$ cat src/rtl/arx512_pkg.sv
// Package: shared sizes, word type and pure helper functions for the
// 512-bit ARX permutation core. Assumes 32-bit words (rotation amounts are
// defined for that width).
package arx512_pkg;
    localparam int WORD_W     = 32;
    localparam int NWORDS     = 16;
    localparam int STATE_W    = WORD_W * NWORDS;
    localparam int IDX_W      = $clog2(NWORDS);
    localparam int MAX_ROUNDS = 16;
    localparam int RND_W      = $clog2(MAX_ROUNDS);
    localparam int CNT_W      = 8;

    typedef logic [WORD_W-1:0] word_t;
    typedef logic [IDX_W-1:0]  widx_t;
    typedef logic [RND_W-1:0]  ridx_t;

    // Rotate a word left by a constant amount.
    function automatic word_t rotl(input word_t x, input int n);
        return (x << n) | (x >> (WORD_W - n));
    endfunction

    // Round constant byte for round r.
    function automatic logic [7:0] rc_byte(input ridx_t r);
        case (r)
            4'd0:    return 8'hEF;
            4'd1:    return 8'hE0;
            4'd2:    return 8'hD9;
            4'd3:    return 8'hD6;
            4'd4:    return 8'hBA;
            4'd5:    return 8'hB5;
            4'd6:    return 8'h8C;
            4'd7:    return 8'h83;
            4'd8:    return 8'h10;
            4'd9:    return 8'h1F;
            4'd10:   return 8'h26;
            4'd11:   return 8'h29;
            4'd12:   return 8'h45;
            4'd13:   return 8'h4A;
            4'd14:   return 8'h73;
            default: return 8'h7C;
        endcase
    endfunction
endpackage

$ cat src/rtl/arx512_rc.sv
// Round-constant lookup: maps the running round index to its constant byte.
// Assumes the round index never exceeds MAX_ROUNDS-1.
module arx512_rc
    import arx512_pkg::*;
(
    input  ridx_t      ridx,
    output logic [7:0] rc
);
    // Purely combinational table lookup.
    always_comb begin
        rc = rc_byte(ridx);
    end
endmodule

$ cat src/rtl/arx512_mix.sv
// Word mixing datapath: one full update of a single word from its own value
// and four neighbours. Combinational; the caller supplies operands that
// already reflect in-round updates and any constant injection.
module arx512_mix
    import arx512_pkg::*;
#(
    parameter int ROT_A = 24,
    parameter int ROT_B = 25,
    parameter int ROT_C = 9,
    parameter int ROT_D = 17
) (
    input  word_t w_cur,
    input  word_t w_m1,
    input  word_t w_m2,
    input  word_t w_p1,
    input  word_t w_p2,
    output word_t w_new
);
    word_t sum_a, lin_a, fb_a, sum_b, lin_b;

    // Two add/linear stages with outer and inner feedback.
    always_comb begin
        sum_a = w_cur + w_m1;
        lin_a = sum_a ^ rotl(sum_a, ROT_A) ^ rotl(sum_a, ROT_B);
        fb_a  = lin_a ^ w_m2;
        sum_b = fb_a + w_p2;
        lin_b = sum_b ^ rotl(sum_b, ROT_C) ^ rotl(sum_b, ROT_D);
        w_new = lin_b ^ w_p1;
    end
endmodule

$ cat src/rtl/arx512_seq.sv
// Word/round sequencer: accepts a start when idle, clamps the round count,
// steps the word index every clock and the round index every NWORDS clocks,
// and pulses done at the end. Assumes synchronous inputs.
module arx512_seq
    import arx512_pkg::*;
(
    input  logic             clk,
    input  logic             rst_n,
    input  logic             start,
    input  logic [CNT_W-1:0] rounds,
    output logic             load,
    output logic             busy,
    output logic             done,
    output widx_t            widx,
    output ridx_t            ridx
);
    localparam widx_t LAST_WORD = widx_t'(NWORDS - 1);

    logic [CNT_W-1:0] n_clamped;
    ridx_t            last_round;

    // Accept a start only when idle; clamp the requested count.
    always_comb begin
        load      = start && !busy;
        n_clamped = (rounds > CNT_W'(MAX_ROUNDS)) ? CNT_W'(MAX_ROUNDS) : rounds;
    end

    // Sequencing state: busy flag, indices, final round and done pulse.
    always_ff @(posedge clk) begin
        if (!rst_n) begin
            busy       <= 1'b0;
            done       <= 1'b0;
            widx       <= '0;
            ridx       <= '0;
            last_round <= '0;
        end else if (load) begin
            widx       <= '0;
            ridx       <= '0;
            if (n_clamped == '0) begin
                busy       <= 1'b0;
                done       <= 1'b1;
                last_round <= '0;
            end else begin
                busy       <= 1'b1;
                done       <= 1'b0;
                last_round <= ridx_t'(n_clamped - 1'b1);
            end
        end else if (busy) begin
            done <= 1'b0;
            if (widx == LAST_WORD) begin
                widx <= '0;
                if (ridx == last_round) begin
                    busy <= 1'b0;
                    done <= 1'b1;
                end else begin
                    ridx <= ridx + 1'b1;
                end
            end else begin
                widx <= widx + 1'b1;
            end
        end else begin
            done <= 1'b0;
        end
    end

    // done is a single-cycle pulse.
    p_done_pulse_r10: assert property (@(posedge clk) disable iff (!rst_n)
        done |=> !done);

    // busy and done never overlap.
    p_busy_done_excl_r9: assert property (@(posedge clk) disable iff (!rst_n)
        !(busy && done));

    // a start while busy does not restart the word sequence.
    p_start_ignored_r9: assert property (@(posedge clk) disable iff (!rst_n)
        (busy && start && widx != LAST_WORD) |=> (busy && widx == $past(widx) + 1'b1));

    // a zero count finishes on the next cycle.
    p_zero_count_r7: assert property (@(posedge clk) disable iff (!rst_n)
        (start && !busy && rounds == '0) |=> (done && !busy));

    // the core stays busy until the last word of a round.
    p_busy_hold_r6: assert property (@(posedge clk) disable iff (!rst_n)
        (busy && widx != LAST_WORD) |=> busy);
endmodule

$ cat src/rtl/arx512_perm.sv
// Iterative 512-bit ARX permutation core (top). Holds the 16-word state,
// selects the five operands of the word being updated, applies the round
// constant and domain injection at word 0 of each round, and writes back one
// word per clock. Assumes start/inputs are synchronous to clk.
module arx512_perm
    import arx512_pkg::*;
(
    input  logic               clk,
    input  logic               rst_n,
    input  logic               start,
    input  logic [STATE_W-1:0] state_in,
    input  logic [7:0]         domain,
    input  logic [CNT_W-1:0]   rounds,
    output logic [STATE_W-1:0] state_out,
    output logic               busy,
    output logic               done
);
    word_t      v [NWORDS];
    logic [7:0] dom_q;
    logic       load;
    widx_t      widx;
    ridx_t      ridx;
    logic [7:0] rc;
    logic       first;
    widx_t      i_m1, i_m2, i_p1, i_p2;
    word_t      op_cur, op_m1, op_m2, op_p1, op_p2, w_new;
    word_t      v1_inj;

    arx512_seq i_seq (
        .clk    (clk),
        .rst_n  (rst_n),
        .start  (start),
        .rounds (rounds),
        .load   (load),
        .busy   (busy),
        .done   (done),
        .widx   (widx),
        .ridx   (ridx)
    );

    arx512_rc i_rc (
        .ridx (ridx),
        .rc   (rc)
    );

    // Operand selection with wrap-around indices and round-start injection.
    always_comb begin
        first  = busy && (widx == '0);
        i_m1   = widx - 1'b1;
        i_m2   = widx - 2'd2;
        i_p1   = widx + 1'b1;
        i_p2   = widx + 2'd2;
        v1_inj = v[1] ^ {{(WORD_W-8){1'b0}}, dom_q};
        op_cur = first ? (v[0] ^ {{(WORD_W-8){1'b0}}, rc}) : v[widx];
        op_m1  = v[i_m1];
        op_m2  = v[i_m2];
        op_p1  = first ? v1_inj : v[i_p1];
        op_p2  = v[i_p2];
    end

    arx512_mix i_mix (
        .w_cur (op_cur),
        .w_m1  (op_m1),
        .w_m2  (op_m2),
        .w_p1  (op_p1),
        .w_p2  (op_p2),
        .w_new (w_new)
    );

    // Latch the domain byte for the whole run.
    always_ff @(posedge clk) begin
        if (!rst_n) begin
            dom_q <= '0;
        end else if (load) begin
            dom_q <= domain;
        end
    end

    // State register: parallel load, then one in-place word write per cycle.
    always_ff @(posedge clk) begin
        if (!rst_n) begin
            for (int k = 0; k < NWORDS; k++) v[k] <= '0;
        end else if (load) begin
            for (int k = 0; k < NWORDS; k++) v[k] <= state_in[k*WORD_W +: WORD_W];
        end else if (busy) begin
            v[widx] <= w_new;
            if (first) v[1] <= v1_inj;
        end
    end

    // Present the state little-endian by word.
    generate
        for (genvar k = 0; k < NWORDS; k++) begin : g_out
            assign state_out[k*WORD_W +: WORD_W] = v[k];

            // only the addressed word (and word 1 at round start) changes.
            if (k == 1) begin : g_w1
                p_word_quiet_r5: assert property (@(posedge clk) disable iff (!rst_n)
                    (busy && widx != widx_t'(k) && widx != '0) |=> $stable(v[k]));
            end else begin : g_wk
                p_word_quiet_r5: assert property (@(posedge clk) disable iff (!rst_n)
                    (busy && widx != widx_t'(k)) |=> $stable(v[k]));
            end
        end
    endgenerate

    // idle without start keeps the output still.
    p_idle_stable_r10: assert property (@(posedge clk) disable iff (!rst_n)
        (!busy && !start) |=> $stable(state_out));

    // a zero count loads the input unchanged.
    p_zero_passthru_r7: assert property (@(posedge clk) disable iff (!rst_n)
        (start && !busy && rounds == '0) |=> (state_out == $past(state_in)));

    // word 1 receives the domain byte at the first step of a round.
    p_domain_inject_r2: assert property (@(posedge clk) disable iff (!rst_n)
        (busy && widx == '0) |=> (v[1][WORD_W-1:8] == $past(v[1][WORD_W-1:8])));
endmodule

$ cat config.mk
export PLATFORM = sky130hd
export DESIGN_NAME = arx512_perm
export DESIGN_NICKNAME = d
export VERILOG_FILES = /design/src/rtl/arx512_pkg.sv /design/src/rtl/arx512_rc.sv /design/src/rtl/arx512_mix.sv /design/src/rtl/arx512_seq.sv /design/src/rtl/arx512_perm.sv
export SDC_FILE = /design/constraint.sdc
export NUM_CORES = 2
export LEC_CHECK = 0
export BUFFER_PORTS_ARGS = -buffer_cell sky130_fd_sc_hd__buf_4
export CAP_MARGIN = 15
export CORE_AREA = 2 2 407 409
export CTS_BUF_LIST = sky130_fd_sc_hd__clkbuf_8
export DETAILED_ROUTE_END_ITERATION = 7
export DIE_AREA = 0 0 409 411
export PLACE_DENSITY = 0.44
export SYNTH_ARGS = -nofsm -noshare
export SYNTH_HDL_FRONTEND = slang
export SYNTH_HIERARCHICAL = 1
export SYNTH_SLANG_ARGS = --single-unit
$ cat constraint.sdc
create_clock -name clk -period 22.2 [get_ports clk]
set_input_delay 2.22 -clock clk [delete_from_list [all_inputs] [get_ports clk]]
set_output_delay 2.22 -clock clk [all_outputs]
set_load 0.01 [all_outputs]
Word-level counts from Yosys, hierarchy flattened
Memory sizes are Yosys's and may differ from the RTL's. A register that Yosys moved wholly into a read port is not among the register bits.
Cells that the tools add are included.

storage, ports and cells
  memories kept = 2
  memory bits (writable) = 512
  word-level logic and storage cells = 110
  bits of input ports = 531
  flip-flop bits (word level) = 22
  output and inout bits = 514
  bits in read-only memories = 128

memories
  memory           depth  width  read ports  clocked after memory_dff  write ports  RTL line           RTL
  v                16     32     21          1                         16           arx512_perm.sv:18  word_t v [NWORDS];
  (no name shown)  16     8      1           1                         0            arx512_pkg.sv:24   case (r)

cells by class
  equality and inequality tests = 2
  magnitude comparators = 1
  bitwise logic cells = 31
  add/sub/neg operators = 8
  reduce and logical (&&, ||, !) cells = 8
  muxes and demuxes = 52

operators by type and width
  operator                                                               number
  32-bit 2-to-1 mux                                                      20
  32-bit XOR                                                             6
  32-bit adder                                                           2
  32-bit by 8-bit XOR with 32-bit output                                 2
  32-bit by 17-bit bitwise OR with 32-bit output                         1
  32-bit by 24-bit bitwise OR with 32-bit output                         1
  32-bit by 25-bit bitwise OR with 32-bit output                         1
  32-bit by 9-bit bitwise OR with 32-bit output                          1
  32-bit OR reduction                                                    1
  4-bit 2-to-1 mux                                                       7
  1-bit 2-to-1 mux                                                       24
  1-bit bitwise OR                                                       17
  4-bit by 1-bit adder with 4-bit output (second input constant)         2
  8-bit by 5-bit > comparator with 1-bit output (second input constant)  1
  8-bit zero test                                                        1
  8-bit 2-to-1 mux                                                       1
  4-bit by 1-bit subtractor with 4-bit output (second input constant)    2
  4-bit by 2-bit adder with 4-bit output (second input constant)         1
  4-bit equality test                                                    1
  4-bit equality test (second input constant)                            1
  4-bit zero test                                                        1
  4-bit by 2-bit subtractor with 4-bit output (second input constant)    1
  3-bit AND reduction                                                    1
  1-bit logical AND                                                      2
  3 further kinds                                                        4

Depth between registers and ports, before layout
  depth in word-level cells = 14
  depth in mapped cells = 36
  depth with buffers taken out = 28

Hierarchy
The synthesis kept the hierarchy.

modules (own cells, without submodules)
  module       cells each  sequential area each (µm²)  times used  area an instance (µm²)
  arx512_perm  3175        15534.9                     1           39261.4
  arx512_mix   686         0.0                         1           5547.8
  arx512_seq   79          280.3                       1           709.4
  arx512_rc    18          0.0                         1           153.9

Worst setup path before layout
OpenSTA, ideal clock, no wires.

  kind = flip-flop to flip-flop
  from = reg i_seq.widx[1]
  to = mem v[3][16] (netlist bit), data pin
  data required time = 21.944 ns
  period minus slack after synthesis = 8.013 ns
  cell stages (with the launch flop) = 31
  arrival time = 7.757 ns
  path slack = 14.187 ns
  buffers on the path = 6
  setup time = 0.256 ns
  path through = dfxtp_1 clkbuf_1 clkbuf_1 inv_2 ha_1 buf_4 buf_1 mux4_2 mux2i_1 o211ai_1 ha_1 a211o_1 a21oi_1 a211oi_2 o31ai_1 a31oi_1 xor2_1 xnor2_1 xnor2_1 ha_1 a21o_1 or3_1 o211ai_2 o311ai_4 a2111oi_0 a311oi_2 xnor2_1 xnor3_1 buf_1 clkbuf_1 a22o_1

RTL lines
  what                    RTL line           RTL
  start, declared         arx512_seq.sv:14   output widx_t widx,
  start signal, assigned  arx512_seq.sv:59   widx <= widx + 1'b1;
  end, declared           arx512_perm.sv:18

==> results.md <==
- Clock buffer depth: 3
- Total via count after detailed routing: 44.1k
- Worst slack at placement: 10.08 ns
- Hold path startpoint: i_seq/last_round[1]
- Setup-violating endpoint count in the final report: 0
- Relative slew margins: 10.3%
- Share of layout cells above drive strength 1: 39.3%
- Largest family of logic cells by synthesized area: multiplexers
- Top-Level Pins: 1045
- Die height: 411 µm
- Placed standard-cell area: 56000 µm²
- Number of I/O port buffers: 1044
- Worst R2R Setup Slack: 9.96 ns
- Initial cell density of the core: 27.9%
- Area share of the leading cell type in the synthesized netlist: 33.7%
- Setup_tns: 0 ns
- Pins Over Slew Limit: 0
- Vias in the first global route: 41.8k
- Final Worst Setup Slack: 9.96 ns
- Final critical-path share of the clock period: 55.1%
- FF-to-FF path depth: 27
- Cell at the root of the clock tree: sky130_fd_sc_hd__clkbuf_8
- Wire length per cell after detailed routing: 41.3 µm
- Gate count of the mapped netlist: 3958
- Synth Area in Adders: 2.20%
- Min-Delay Path Class: flip-flop to flip-flop
- Dominant register cell in the synthesized netlist: sky130_fd_sc_hd__edfxtp_1
- Cell with the largest stage delay on the worst path: sky130_fd_sc_hd__a2111oi_1
- Number of enable flip-flop cells after synthesis: 512
- Finished layout cell area: 58100 µm²
- Maximum clock rate: 81.7 MHz
- Worst-margin pin slew: 1.34 ns
- Resized Gates After CTS: 0
- Data required time at the worst endpoint: 22.81 ns
- Std cell rows: 149
- Async S/R FF share, synth: 0%
- Area growth, synth to finish: 27.2%
- Number of buffers inserted during clock tree synthesis: 105
- Latest clock arrival within the worst-skew pair: 0.87 ns
- Post-detailed-route count of antenna-violating nets: 0
- Xor and xnor area share after synthesis: 6.00%
- Clock tree from TritonCTS: yes
- Die Footprint: 168000 µm²
- Detailed placer's ending HPWL: 218 mm
- Number of buffers inserted to repair setup after CTS: 0
- CP bufs+invs: 4
- Placeable core region: 164000 µm²
- End point of the most critical hold path: i_seq/last_round[1]
- Global-route wire length before repair: 386 mm
- Total routing resource utilization after global routing: 33.5%
- Post-Synth Simple-Gate Area: 9.46%
- Number of DRC markers in iteration 0: 5591
- Post-synthesis sequential area ratio: 34.6%
- Nets: 5417
- Max-cap violations: 0
- Clock tree sinks: 534
- Final Wtd Congestion: 0.938
- R2r endpoint: v[6][15]
- Min cycle time layout: 12.24 ns
- CP peak stage delay: 1.17 ns
- Multiplexer share of the synthesized area: 28.5%
- Count of hold-fix buffers inserted at cts: 0
- Mapped Area: 45700 µm²
- Launch instance of the worst register-to-register path: i_seq/widx[0]
- Setup repair after global routing missed its margin: false
- Crit-path most repeated cell: sky130_fd_sc_hd__buf_4
- Antenna violations before repair: 29
- Synthesized net count: 4568
- Family of cells with the greatest summed delay on the critical path: compound AO/OA/AOI/OAI gates
- Post-route DRC: 0
- Clock slew at the register clock pins of the worst setup and hold paths: 0.06 ns
- Global route total overflow: 0
- Compound-Gate Fraction of Synth Area: 15.1%
- Type of the setup path with the least slack: flip-flop to flip-flop
- Outcome: complete, no violations
- Total of warnings raised by yosys: 6
- Overall die width: 409 µm
- Top cells by area in the synthesized netlist: sky130_fd_sc_hd__edfxtp_1, sky130_fd_sc_hd__mux4_2, sky130_fd_sc_hd__a22o_1
- Mean area per synthesized cell: 11.5 µm²
- Post-Route Skew: 0.0776 ns
- Depth of the CTS H-tree: 3
- Final hold violation count: 0
- Critical path launch point type: flip-flop
- Commonest cells in the synthesized netlist: sky130_fd_sc_hd__nand2_1, sky130_fd_sc_hd__mux4_2, sky130_fd_sc_hd__edfxtp_1
- Cell type with the largest total area after synthesis: sky130_fd_sc_hd__edfxtp_1
- Signal arrival time at the worst endpoint: 12.85 ns
- Sort of element at the end of the critical path: flip-flop
- Worst hold path cell count: 2
- Most frequent cell after synthesis: sky130_fd_sc_hd__nand2_1
- Total routed wirelength: 293 mm
- Count of TritonRoute iterations in the first routing pass: 6
- Pin count of the biggest net entering global routing: 128
- Distinct cell type count of the synthesized netlist: 88
- Largest fanout of any net on the critical path: 51
- Via density per instance: 6.20
- Synthesis-stage register bit count: 534
tightest hold or removal path: cells and delay by family (launching register included):
kind / cells / cell delay [ns]
AOI/OAI and AO/OA: 1 / 0.06
DFF: 1 / 0.32
and+or+nand+nor: 1 / 0.05
cells by family after synthesis:
group / Yosys count
xor+xnor: 263
fa+ha+maj: 79
simple gates: 1017
mux: 644
flops: 534
compound gates: 968
buf+inv: 453
flip-flops by register name (all words and copies together), names as in the netlist:
register,cells
i_seq/busy,1
i_seq/widx,4
i_seq/done,1
dom_q,8
i_seq/ridx,4
v,512
i_seq/last_round,4
final cells by class:
type                    instances  area (µm²)
fillers                     16489      106000
multi-input cells            2971       28500
flip-flops and latches        534       15800
repair buffers               1157        8740
well taps                    2189        2740
clock buffers                 114        1570
clock inverters                79         495
inverters                      38         148
diodes                         22        55.1
layer usage:
metal	global-route usage (%)	up-vias	routed length (µm)
li1	-	17426	-
met1	42.9	23033	115000
met2	53.7	3045	137000
met3	8.28	541	27900
met4	14.8	20	14000
met5	0	-	126
how the worst max path moves through the flow:
| stage | start | to | slack [ns] | depth (start not counted) |
|---|---|---|---|---|
| CTS | i_seq/widx[0] | v[6][15] | 10.09 | 27 |
| floorplan | i_seq/widx[1] | v[3][16] | 14.19 | 30 |
| global placement | i_seq/widx[0] | v[4][15] | 10.08 | 27 |
| detailed placement | i_seq/widx[0] | v[0][15] | 10.08 | 27 |
| global route | i_seq/widx[0] | v[11][15] | 9.29 | 28 |
| finish | i_seq/widx[0] | v[6][15] | 9.96 | 27 |
layout by cell type (no fill, tap or decap), drive strengths merged, types with 7 or more instances in the layout:
cell type,n
nand2b,12
nand3,156
o21ai,289
o2111ai,7
buf,1156
mux2i,120
o21a,15
a21o,34
a32oi,26
inv,77
a211oi,19
a22o,322
clkbuf,115
a31oi,35
mux4,524
xnor3,26
nand4,16
nand2,666
clkinv,29
nor2b,22
ha,77
nor3,25
a311oi,27
xnor2,164
o22ai,9
edfxtp,512
o211ai,36
nor2,88
xor2,72
and3,8
dfxtp,22
diode,22
a21oi,95
per-stage QoR:
stage          hold slack, ns  util, %  cells
2_1_floorplan           0.446        -   3958
3_3_place_gp            0.475     34.2   6889
3_5_place_dp            0.477     34.2   6889
4_1_cts                 0.483     35.4   7082
5_1_grt                 0.505     35.4   7089
6_report                0.480     35.5   7104
Power is not shown: default switching activity piles up to over one toggle a cycle in this logic, so the estimate is an artifact.
